`src/rtl/spi_attn_pkg.sv`:
```
package spi_attn_pkg;
  typedef enum logic [1:0] {
    ST_IDLE = 2'd0,
    ST_XFER = 2'd1,
    ST_TAIL = 2'd2
  } seq_state_e;
endpackage

```
`src/rtl/spi_attn_sync.sv`:
```
module spi_attn_sync #(
  parameter int STAGES = 2
) (
  input  logic clk_i,
  input  logic rst_ni,
  input  logic attn_ni,
  output logic attn_req_o
);
  logic [STAGES-1:0] q;

  always_ff @(posedge clk_i or negedge rst_ni) begin
    if (!rst_ni) q <= '1;
    else         q <= {q[STAGES-2:0], attn_ni};
  end

  assign attn_req_o = ~q[STAGES-1];
endmodule

```
`src/rtl/spi_half_tick.sv`:
```
module spi_half_tick #(
  parameter int DIV_W = 8
) (
  input  logic             clk_i,
  input  logic             rst_ni,
  input  logic             en_i,
  input  logic [DIV_W-1:0] div_i,
  output logic             tick_o
);
  logic [DIV_W-1:0] cnt_q;

  always_ff @(posedge clk_i or negedge rst_ni) begin
    if (!rst_ni)                 cnt_q <= '0;
    else if (!en_i || tick_o)    cnt_q <= div_i;
    else                         cnt_q <= cnt_q - 1'b1;
  end

  assign tick_o = en_i && (cnt_q == '0);
endmodule

```
`src/rtl/spi_shift_unit.sv`:
```
module spi_shift_unit #(
  parameter int DATA_W = 8
) (
  input  logic              clk_i,
  input  logic              rst_ni,
  input  logic              load_i,
  input  logic [DATA_W-1:0] load_data_i,
  input  logic              shift_i,
  input  logic              sample_i,
  input  logic              miso_i,
  output logic              mosi_o,
  output logic [DATA_W-1:0] rx_byte_o
);
  logic [DATA_W-1:0] tx_sh, rx_sh;

  always_ff @(posedge clk_i or negedge rst_ni) begin
    if (!rst_ni)      tx_sh <= '1;
    else if (load_i)  tx_sh <= load_data_i;
    else if (shift_i) tx_sh <= {tx_sh[DATA_W-2:0], 1'b1};
  end

  always_ff @(posedge clk_i or negedge rst_ni) begin
    if (!rst_ni)       rx_sh <= '0;
    else if (sample_i) rx_sh <= {rx_sh[DATA_W-2:0], miso_i};
  end

  assign mosi_o    = tx_sh[DATA_W-1];
  assign rx_byte_o = rx_sh;
endmodule

```
`src/rtl/spi_attn_master.sv`:
```
module spi_attn_master
  import spi_attn_pkg::*;
#(
  parameter int DATA_W      = 8,
  parameter int DIV_W       = 8,
  parameter int SYNC_STAGES = 2
) (
  input  logic              clk_i,
  input  logic              rst_ni,
  input  logic [DIV_W-1:0]  div_i,
  input  logic              tx_valid_i,
  input  logic [DATA_W-1:0] tx_data_i,
  output logic              tx_ready_o,
  output logic              rx_valid_o,
  output logic [DATA_W-1:0] rx_data_o,
  output logic              rx_filler_o,
  input  logic              rx_busy_i,
  input  logic              attn_ni,
  output logic              sclk_o,
  output logic              cs_no,
  output logic              mosi_o,
  input  logic              miso_i
);
  localparam int CNT_W = (DATA_W > 2) ? $clog2(DATA_W) : 1;
  localparam logic [CNT_W-1:0] LAST_BIT = CNT_W'(DATA_W - 1);
  localparam logic [DATA_W-1:0] FILL = '1;  // all ones: never a delimiter

  seq_state_e       state_q;
  logic             ph_q, sclk_q, cs_n_q, fill_q;
  logic [CNT_W-1:0] bit_q;
  logic             rxv_q, rxf_q;
  logic [DATA_W-1:0] rxd_q;

  logic attn_req, tick, start, more, last_fall;
  logic load, shift, sample;
  logic [DATA_W-1:0] load_data, rx_byte;

  spi_attn_sync #(.STAGES(SYNC_STAGES)) u_sync (
    .clk_i, .rst_ni, .attn_ni, .attn_req_o(attn_req)
  );

  spi_half_tick #(.DIV_W(DIV_W)) u_tick (
    .clk_i, .rst_ni, .en_i(state_q != ST_IDLE), .div_i, .tick_o(tick)
  );

  always_comb begin
    start     = tx_valid_i || attn_req;
    more      = tx_valid_i || attn_req || rx_busy_i;
    last_fall = (state_q == ST_XFER) && tick && ph_q && (bit_q == LAST_BIT);
    load      = ((state_q == ST_IDLE) && start) || (last_fall && more);
    load_data = tx_valid_i ? tx_data_i : FILL;
    shift     = (state_q == ST_XFER) && tick && ph_q && (bit_q != LAST_BIT);
    sample    = (state_q == ST_XFER) && tick && !ph_q;
  end

  assign tx_ready_o = (state_q == ST_IDLE) || last_fall;

  spi_shift_unit #(.DATA_W(DATA_W)) u_shift (
    .clk_i, .rst_ni,
    .load_i(load), .load_data_i(load_data),
    .shift_i(shift), .sample_i(sample),
    .miso_i, .mosi_o, .rx_byte_o(rx_byte)
  );

  always_ff @(posedge clk_i or negedge rst_ni) begin
    if (!rst_ni) begin
      state_q <= ST_IDLE;
      ph_q    <= 1'b0;
      sclk_q  <= 1'b0;
      cs_n_q  <= 1'b1;
      fill_q  <= 1'b0;
      bit_q   <= '0;
    end else begin
      unique case (state_q)
        ST_IDLE: if (start) begin
          state_q <= ST_XFER;
          cs_n_q  <= 1'b0;
          ph_q    <= 1'b0;
          bit_q   <= '0;
          fill_q  <= !tx_valid_i;
        end
        ST_XFER: if (tick) begin
          if (!ph_q) begin
            ph_q   <= 1'b1;
            sclk_q <= 1'b1;
          end else begin
            ph_q   <= 1'b0;
            sclk_q <= 1'b0;
            if (bit_q == LAST_BIT) begin
              bit_q <= '0;
              if (more) fill_q  <= !tx_valid_i;
              else      state_q <= ST_TAIL;
            end else begin
              bit_q <= bit_q + 1'b1;
            end
          end
        end
        ST_TAIL: if (tick) begin
          state_q <= ST_IDLE;
          cs_n_q  <= 1'b1;
        end
        default: state_q <= ST_IDLE;
      endcase
    end
  end

  always_ff @(posedge clk_i or negedge rst_ni) begin
    if (!rst_ni) begin
      rxv_q <= 1'b0;
      rxd_q <= '0;
      rxf_q <= 1'b0;
    end else begin
      rxv_q <= last_fall;
      if (last_fall) begin
        rxd_q <= rx_byte;
        rxf_q <= fill_q;
      end
    end
  end

  assign sclk_o      = sclk_q;
  assign cs_no       = cs_n_q;
  assign rx_valid_o  = rxv_q;
  assign rx_data_o   = rxd_q;
  assign rx_filler_o = rxf_q;
endmodule

```
`config.mk`:
```
export PLATFORM = sky130hd
export DESIGN_NAME = spi_attn_master
export DESIGN_NICKNAME = d
export VERILOG_FILES = /design/src/rtl/spi_attn_pkg.sv /design/src/rtl/spi_attn_sync.sv /design/src/rtl/spi_half_tick.sv /design/src/rtl/spi_shift_unit.sv /design/src/rtl/spi_attn_master.sv
export SDC_FILE = /design/constraint.sdc
export NUM_CORES = 1
export LEC_CHECK = 0
export CAP_MARGIN = 25
export CORE_MARGIN = 5
export CORE_UTILIZATION = 53
export CTS_CLUSTER_SIZE = 28
export DETAILED_ROUTE_END_ITERATION = 12
export HOLD_SLACK_MARGIN = 0.15
export PLACE_DENSITY = 0.87
export SYNTH_ARGS = -nofsm -noshare
export SYNTH_HDL_FRONTEND = slang
export SYNTH_HIERARCHICAL = 1
export SYNTH_SLANG_ARGS = --single-unit
```
`constraint.sdc`:
```
create_clock -name clk_i -period 3.5 [get_ports clk_i]
set_clock_uncertainty 0.1 [all_clocks]
set_input_delay 0.7 -clock clk_i [delete_from_list [all_inputs] [get_ports clk_i]]
set_output_delay 0.7 -clock clk_i [all_outputs]
set_load 0.005 [all_outputs]
```
---- Word-level counts from Yosys, hierarchy flattened ----
Cells that the tools add are included.
cells by class
  $add $sub $neg .......................... 2
  equal/unequal tests ..................... 11
  muxes and demuxes ....................... 28
  bitwise operators ....................... 1
  reduce and logical (&&, ||, !) cells .... 28
operators with widths
  kind                 number
  $mux 8               4
  $mux 2               6
  $mux 3               4
  $ne 2x2->1 const B   6
  $reduce_and 6->1     2
  $mux 1               9
  $logic_and 1x1->1    8
  $logic_not 8->1      1
  $reduce_bool 2->1    4
  $sub 8x1->8 const B  1
  $pmux 1 s2           3
  $pmux 2 s3           1
  $pmux 3 s2           1
  $reduce_and 3->1     2
  $logic_or 1x1->1     5
  $reduce_and 4->1     1
  $add 3x1->3 const B  1
  $eq 3x3->1 const B   1
  $logic_not 1->1      3
  $ne 3x3->1 const B   1
  $eq 2x1->1 const B   1
  $eq 2x2->1 const B   1
  $logic_not 2->1      1
  $ne 2x1->1 const B   1
  other kinds (2)      2
storage, ports and cells
  flip-flop bits (word level) ............. 45
  input port bits ......................... 22
  output and inout port bits .............. 14
  word-level logic and storage cells ...... 83

---- Logic depth before layout (Yosys ltp) ----
Gate-level depths: netlist of the first run.
  word-level depth ........................ 8
  depth in mapped cells ................... 11
  depth with buffers taken out ............ 9

---- By module ----
The synthesis of the first run kept the hierarchy.
by module, submodules not included
  module           times used  cells each  area each (um^2)  seq. area each (um^2)
  spi_attn_master  1           84          947.2             476.7
  spi_shift_unit   1           51          708.2             410.4
  spi_half_tick    1           49          508.0             200.2
  spi_attn_sync    1           3           56.3              52.6

---- Least setup slack after synthesis of the first run ----
Ideal clock, no wire load.
  path kind ............................... reg2out
  start point ............................. register u_tick.cnt_q[0]
  end point ............................... output tx_ready_o
  arrival time ............................ 1.918 ns
  required time ........................... 2.700 ns
  setup slack ............................. 0.782 ns
  cell stages (with the launch flop) ...... 7
  buffers on the path ..................... 0
  path through ............................ dfrtp_1 > inv_1 > ha_1 > or3b_2 > nor3_1 > nand3_1 > a21oi_1
on the way
  word-level cells in the longest chain between the ends .. 6
RTL lines
  what                            RTL line               RTL
  start: declaration              spi_half_tick.sv:10    logic [DIV_W-1:0] cnt_q;
  start signal: assignment        spi_half_tick.sv:14    else if (!en_i || tick_o) cnt_q <= div_i;
  start signal: assignment        spi_half_tick.sv:15    else cnt_q <= cnt_q - 1'b1;
  $logic_not 8->1                 spi_half_tick.sv:18    assign tick_o = en_i && (cnt_q == '0);
  $logic_and 1x1->1               spi_half_tick.sv:18
  via tick                        spi_attn_master.sv:34  logic attn_req, tick, start, more, last_fall;
  $logic_and 1x1->1 (3 in a row)  spi_attn_master.sv:49  last_fall = (state_q == ST_XFER) && tick && ph_q && (bit_q == LAST_BIT);
  $logic_or 1x1->1                spi_attn_master.sv:56  assign tx_ready_o = (state_q == ST_IDLE) || last_fall;
  end: declaration                spi_attn_master.sv:13  output logic tx_ready_o,
The timed path passes the listed nets, and every way through them passes these cells.

---- Worst setup path after layout of the first run ----
Ends and elaborated chain as after synthesis.

==> flow_summary.ini, run 1 <==
[clock_tree]
root_buffer = clkbuf_8
post_cts_buffers = 0
clk_latency_ns = 0.29
cts_buffers = 5
clkTransAtPathRegs_ns = 0.08
cts_max_path_buffers = 2
clock-sinks = 45
cts_max_level = 2
cts_tree = built

[logic_synthesis]
syn_area_per_cell_um2 = 11.9
synthArstFlopShare_pct = 100
syn_nets = 213
yosys_warnings = 6
synth_cells = 187
synth-seq-cells = 45
synth_edf_count = 0
ys_types = 43
synthFlopType = dfrtp_1
ys_seq_area_share_pct = 51.4
syn_area_um2 = 2220

[placement]
place_inst = 269
hpwl_mm = 3.02
place_ws_ns = 0.279
io_buffers = 35
gp_congestion = 0.872

[outcome]
status = complete, no violations

[detailed_routing]
vias_per_cell = 5.31
drt-pass1-iter-count = 6
routed_wl_mm = 4.15
post-route-drc-count = 0
antenna_left = 0
vias = 1482
drtIter0Drc = 62
route.detailed.wl_per_inst_um = 14.9

[grt]
first_global_vias = 1536
antenna_found_initial = 0
grt_pass1_wl_mm = 7.07
grt-ovfl-total = 0
grt_max_degree = 46
grt_usage_pct = 16.8

[worst_hold_path]
whs_endpoint = u_sync/q[1]$_DFF_PN1_
holdCritStartpoint = u_sync/q[0]$_DFF_PN1_
min_path_cells = 0
hold_class = flip-flop to flip-flop

[setup_path]
critical_path_class = flip-flop to primary output
critPathLaunchType = flip-flop
r2r_start = u_tick/cnt_q[0]$_DFF_PN0_
worstPathArrival_ns = 2.62
reg2reg_slack_ns = 0.74
path_max_fanout = 3
end_kind = primary output
r2r_end = u_shift/tx_sh[0]$_DFFE_PN1P_
r2r_cells = 9
crit_required_ns = 2.70

[sta]
period_needed_ns = 3.42
fin_crit_sh_pct = 97.7
drv_slew = 0
relSlewSlack_pct = 65.7
worst_slack_ns = 0.0811
fmax_mhz = 292
rsz0062_at_grt = no
final_hold_viol_count = 0
setup_viol = 0
worst_pin_slew_ns = 0.514
tns_ns = 0

[floorplanning]
die_y_um = 74.7
die_area_um2 = 5580
floorplan.rows = 23
die_w_um = 74.7
fp.coreArea_um2 = 4030
pin_count = 36
floorplan.initialDensity_pct = 55.1

[layout]
fin_nets = 254
layout-drive-gt1-share_pct = 23.6
syn_to_final_growth_pct = 22.3
layout_common_cells = 34 x dfrtp_1, 34 x clkdlybuf4s50_1, 15 x inv_1
final_cells = 279
antennaDiodeCount = 0
nFillCells = 310

[power]
ir_drop_mv = 0.312
fin_total_pwr_mw = 1.20
p_leak_nw = 1.18
p_per_area_nw_per_um2 = 441

[job]
cap_viol_max_count = 0
## metal layers
metal	GRT usage (%)	wire [um]	vias up	share of wire (%)
li1	-	-	731	-
met1	21.6	1850	728	45
met2	27.8	2110	21	51
met3	3.87	166	2	4.0
met4	6.13	23	0	0.55
met5	0	0	-	0
## critical path, stage by stage (launching register included)
cell	delay, ns
dfrtp_1	0.40
inv_1	0.11
ha_1	0.19
or3b_2	0.52
nor3_2	0.19
nand3_1	0.16
a21oi_2	0.23
clkdlybuf4s50_1	0.53
## power by group
group	internal, mW	leakage (nW)	switching (mW)
sequential	0.609	0.556	0.0667
clock	0.140	0.0422	0.159
combinational	0.125	0.584	0.0985
## sequential cells by signal (all words and copies together) (netlist names), 2 cells and up
signal / count
state_q: 2
bit_q: 3
rx_data_o: 8
u_shift/rx_byte_o: 8
u_tick/cnt_q: 8
u_shift/tx_sh: 8
u_sync/q: 2
## stage by stage
step / instance area (um2) / util [%] / hold slack, ns
global route: 2710 / 67.4 / 0.267
detailed placement: 2590 / 64.4 / 0.249
finish: 2710 / 67.4 / 0.260
floorplan: 2220 / - / 0.245
CTS: 2680 / 66.6 / 0.261
global placement: 2590 / 64.4 / 0.245
## how the worst max path moves through the flow
stage	cells past startpoint	startpoint	endpoint
final	7	u_tick/cnt_q[0]$_DFF_PN0_	tx_ready_o
after global routing	7	u_tick/cnt_q[0]$_DFF_PN0_	tx_ready_o
after CTS	7	u_tick/cnt_q[0]$_DFF_PN0_	tx_ready_o
after detailed placement	7	u_tick/cnt_q[0]$_DFF_PN0_	tx_ready_o
after global placement	7	u_tick/cnt_q[0]$_DFF_PN0_	tx_ready_o
after floorplan	6	u_tick/cnt_q[0]$_DFF_PN0_	tx_ready_o
## what timing repair did
action / 4_1_cts / 5_1_grt
resized for setup: 2 / 0
setup endpoints to repair: 1 / 0
hold endpoints to repair: 0 / 1
hold buffers: 0 / 1
## synth_stat cells, types with 2 or more instances
cell | number | share of area [%]
buf_4 | 2 | 0.68
o21ai_0 | 7 | 1.6
buf_6 | 4 | 2.0
o21ai_1 | 7 | 1.6
nor2b_1 | 2 | 0.56
ha_1 | 4 | 2.3
mux2_4 | 8 | 5.4
nor2_1 | 5 | 0.85
xor2_1 | 3 | 1.2
mux2_2 | 13 | 6.6
nand2b_1 | 10 | 2.8
a21oi_1 | 3 | 0.68
a22oi_1 | 3 | 1.0
nand2_1 | 12 | 2.0
nor3_1 | 7 | 1.6
o211a_1 | 2 | 0.90
dfstp_2 | 11 | 13
dfrtp_1 | 34 | 38
mux2i_1 | 11 | 5.0
inv_1 | 15 | 2.5
nor3b_1 | 2 | 0.68
## logic make-up after synthesis
kind of cell             count (synthesis)  share of synthesized area, %
XOR/XNOR                                 3                          1.18
flip-flops                              45                          51.4
AO/OA/AOI/OAI                           31                          10.1
adder cells (fa/ha/maj)                  4                          2.25
buffers and inverters                   22                          5.41
multiplexers                            33                          17.5
AND/OR/NAND/NOR                         49                          12.2
## area by class of cell
| cell class | count | area [um2] | share of cell area, % |
|---|---|---|---|
| clock buffer | 7 | 76.3 | 2.81 |
| clock inverter | 1 | 5.00 | 0.184 |
| inverter | 15 | 56.3 | 2.07 |
| multi-input combinational | 120 | 968 | 35.7 |
| sequential | 45 | 1140 | 42.0 |
| tap | 50 | 62.6 | 2.31 |
| timing repair buffer | 41 | 405 | 14.9 |
Note: power is estimated with default switching activity, not from simulation.
==> run 2: changes to the inputs <==
--- a/config.mk
+++ b/config.mk
@@ -7,11 +7,11 @@
 export LEC_CHECK = 0
 export CAP_MARGIN = 25
 export CORE_MARGIN = 5
-export CORE_UTILIZATION = 53
+export CORE_UTILIZATION = 25
 export CTS_CLUSTER_SIZE = 28
 export DETAILED_ROUTE_END_ITERATION = 12
 export HOLD_SLACK_MARGIN = 0.15
-export PLACE_DENSITY = 0.87
+export PLACE_DENSITY = 0.51
 export SYNTH_ARGS = -nofsm -noshare
 export SYNTH_HDL_FRONTEND = slang
 export SYNTH_HIERARCHICAL = 1
==> run 2 against run 1 <==
Effect of this change: clock-buffer cell count is 2 lower; power is 0.92% higher; routed wire length is 5.9% higher; critical endpoint unchanged; final cell count is 21% higher; sequential power hardly changed; sequential share of layout area is 1.1 points lower; first-iteration DRC count is 48% lower; global-route usage is 8.4 points lower; non-clock buffer count stayed put; die area is 95% higher; highest routed layer unchanged; sequential cell count stayed put; core utilization is 35 points lower.
==> flow_summary.ini, run 2 (synthesized netlist as in run 1, its figures left out) <==
[layout]
syn_to_final_growth_pct = 25.5
fin_nets = 254
fin_util_pct = 32.1
layout-drive-gt1-share_pct = 24.5
layout_common_cells = 34 x dfrtp_1, 33 x clkdlybuf4s50_1, 15 x inv_1
antennaDiodeCount = 0
layout_commonest_cell = dfrtp_1

[power]
p_leak_nw = 1.20
ir_drop_mv = 0.186
p_per_area_nw_per_um2 = 434

[floorplanning]
floorplan.initialDensity_pct = 25.6
die_w_um = 104
fp.coreArea_um2 = 8680
die_area_um2 = 10900
die_y_um = 104
floorplan.rows = 34
pin_count = 36

[setup_path]
worstPathArrival_ns = 2.32
critPathLaunchType = flip-flop
critical_path_class = flip-flop to primary output
crit_required_ns = 2.70
r2r_start = u_tick/cnt_q[0]$_DFF_PN0_
end_kind = primary output
crit_chain = inv_1, ha_1, or3b_2, nor3_1, buf_4, nand3_1, a21oi_2, dlymetal6s2s_1
path_max_fanout = 6
cpPeakStageDelay_ns = 0.50
r2r_cells = 10
slowest_stage = or3b_2
critPathLaunch = u_tick/cnt_q[0]$_DFF_PN0_

[clock_tree]
clk_latency_ns = 0.29
cts_max_level = 2
cts_tree = built
clock-sinks = 45
root_buffer = clkbuf_8
clkTransAtPathRegs_ns = 0.08
cts_buffers = 5
cts_max_path_buffers = 2

[detailed_routing]
post-route-drc-count = 0
drtIter0Drc = 32
vias = 1502
antenna_left = 0
vias_per_cell = 4.46
route.detailed.wl_per_inst_um = 13.0
drt-pass1-iter-count = 4
routed_wl_mm = 4.40

[grt]
first_global_vias = 1634
grt_max_degree = 29
antenna_found_initial = 0
grt_usage_pct = 8.36
grt-ovfl-total = 0
grt_pass1_wl_mm = 7.67

[sta]
final_hold_viol_count = 0
worst_slack_ns = 0.382
period_needed_ns = 3.12
fmax_mhz = 321
fin_crit_sh_pct = 89.1
rsz0062_at_grt = no
worst_pin_slew_ns = 0.515
drv_slew = 0
relSlewSlack_pct = 65.6
hold_ws_ns = 0.236
setup_viol = 0
tns_ns = 0

[placement]
gp_congestion = 0.775
hpwl_mm = 3.19
io_buffers = 35
place_ws_ns = 0.233

[outcome]
status = complete, no violations

[job]
cap_viol_max_count = 0

[worst_hold_path]
hold_class = input pin to async pin
[run 2: timing repair]
action	4_1_cts	5_1_grt
gates resized for setup	1	1
endpoints found under the setup margin	1	1
hold endpoints to repair	0	0
hold buffers	0	0
setup buffers	0	0
pin swaps	0	1
[run 2: power by group]
part	total (mW)	switching, mW	leakage [nW]	internal [mW]
combinational	0.219	0.0946	0.602	0.125
clock	0.313	0.175	0.0439	0.138
sequential	0.677	0.0684	0.556	0.609
total	1.21	0.338	1.20	0.871
[run 2: cell type report]
class / instances / area, um2
tap: 108 / 135
fill: 920 / 5890
sequential: 45 / 1140
clock buffer: 5 / 68.8
clock inverter: 3 / 17.5
inverter: 15 / 56.3
multi-input combinational: 120 / 963
timing repair buffer: 41 / 405
[run 2: worst paths after layout]
kind | endpoint | slack [ns]
max reg2reg | u_shift/tx_sh[0]$_DFFE_PN1P_ | 0.75
min in group clk_i | u_sync/q[1]$_DFF_PN1_ | 0.26
min reg2reg | u_sync/q[1]$_DFF_PN1_ | 0.26
max | tx_ready_o | 0.38
min | bit_q[2]$_DFFE_PN0P_ | 0.24
max in group asynchronous | u_sync/q[1]$_DFF_PN1_ | 2.50
[run 2: metrics by stage]
stage / power [mW] / instance area [um2] / cells
2_1_floorplan: 0.818 / 2220 / 187
3_3_place_gp: 0.905 / 2670 / 328
3_5_place_dp: 0.909 / 2690 / 329
4_1_cts: 1.23 / 2780 / 337
5_1_grt: 1.29 / 2790 / 337
6_report: 1.21 / 2790 / 337
[run 2: critical path, delay by kind of cell (launching register included)]
kind	cells	cell delay (ns)
simple gates	3	0.80
buf+inv	3	0.43
flops	1	0.40
compound gates	1	0.24
fa+ha+maj	1	0.17
[run 2: layer usage]
metal,wire (um),GRT usage [%],up-vias,part of all wire [%]
met4,19,1.67,0,0.43
met5,0,0,-,0
li1,-,-,735,-
met2,2000,13.3,26,46
met1,2230,11.3,739,51
met3,143,2.48,2,3.3
==> run 3: changes to the inputs <==
--- a/config.mk
+++ b/config.mk
@@ -7,11 +7,11 @@
 export LEC_CHECK = 0
 export CAP_MARGIN = 25
 export CORE_MARGIN = 5
-export CORE_UTILIZATION = 25
+export CORE_UTILIZATION = 53
 export CTS_CLUSTER_SIZE = 28
 export DETAILED_ROUTE_END_ITERATION = 12
 export HOLD_SLACK_MARGIN = 0.15
-export PLACE_DENSITY = 0.51
+export PLACE_DENSITY = 0.87
 export SYNTH_ARGS = -nofsm -noshare
 export SYNTH_HDL_FRONTEND = slang
 export SYNTH_HIERARCHICAL = 1
==> results of run 3 <==
Final layout, timing and power as in run 1 (identical DEF).
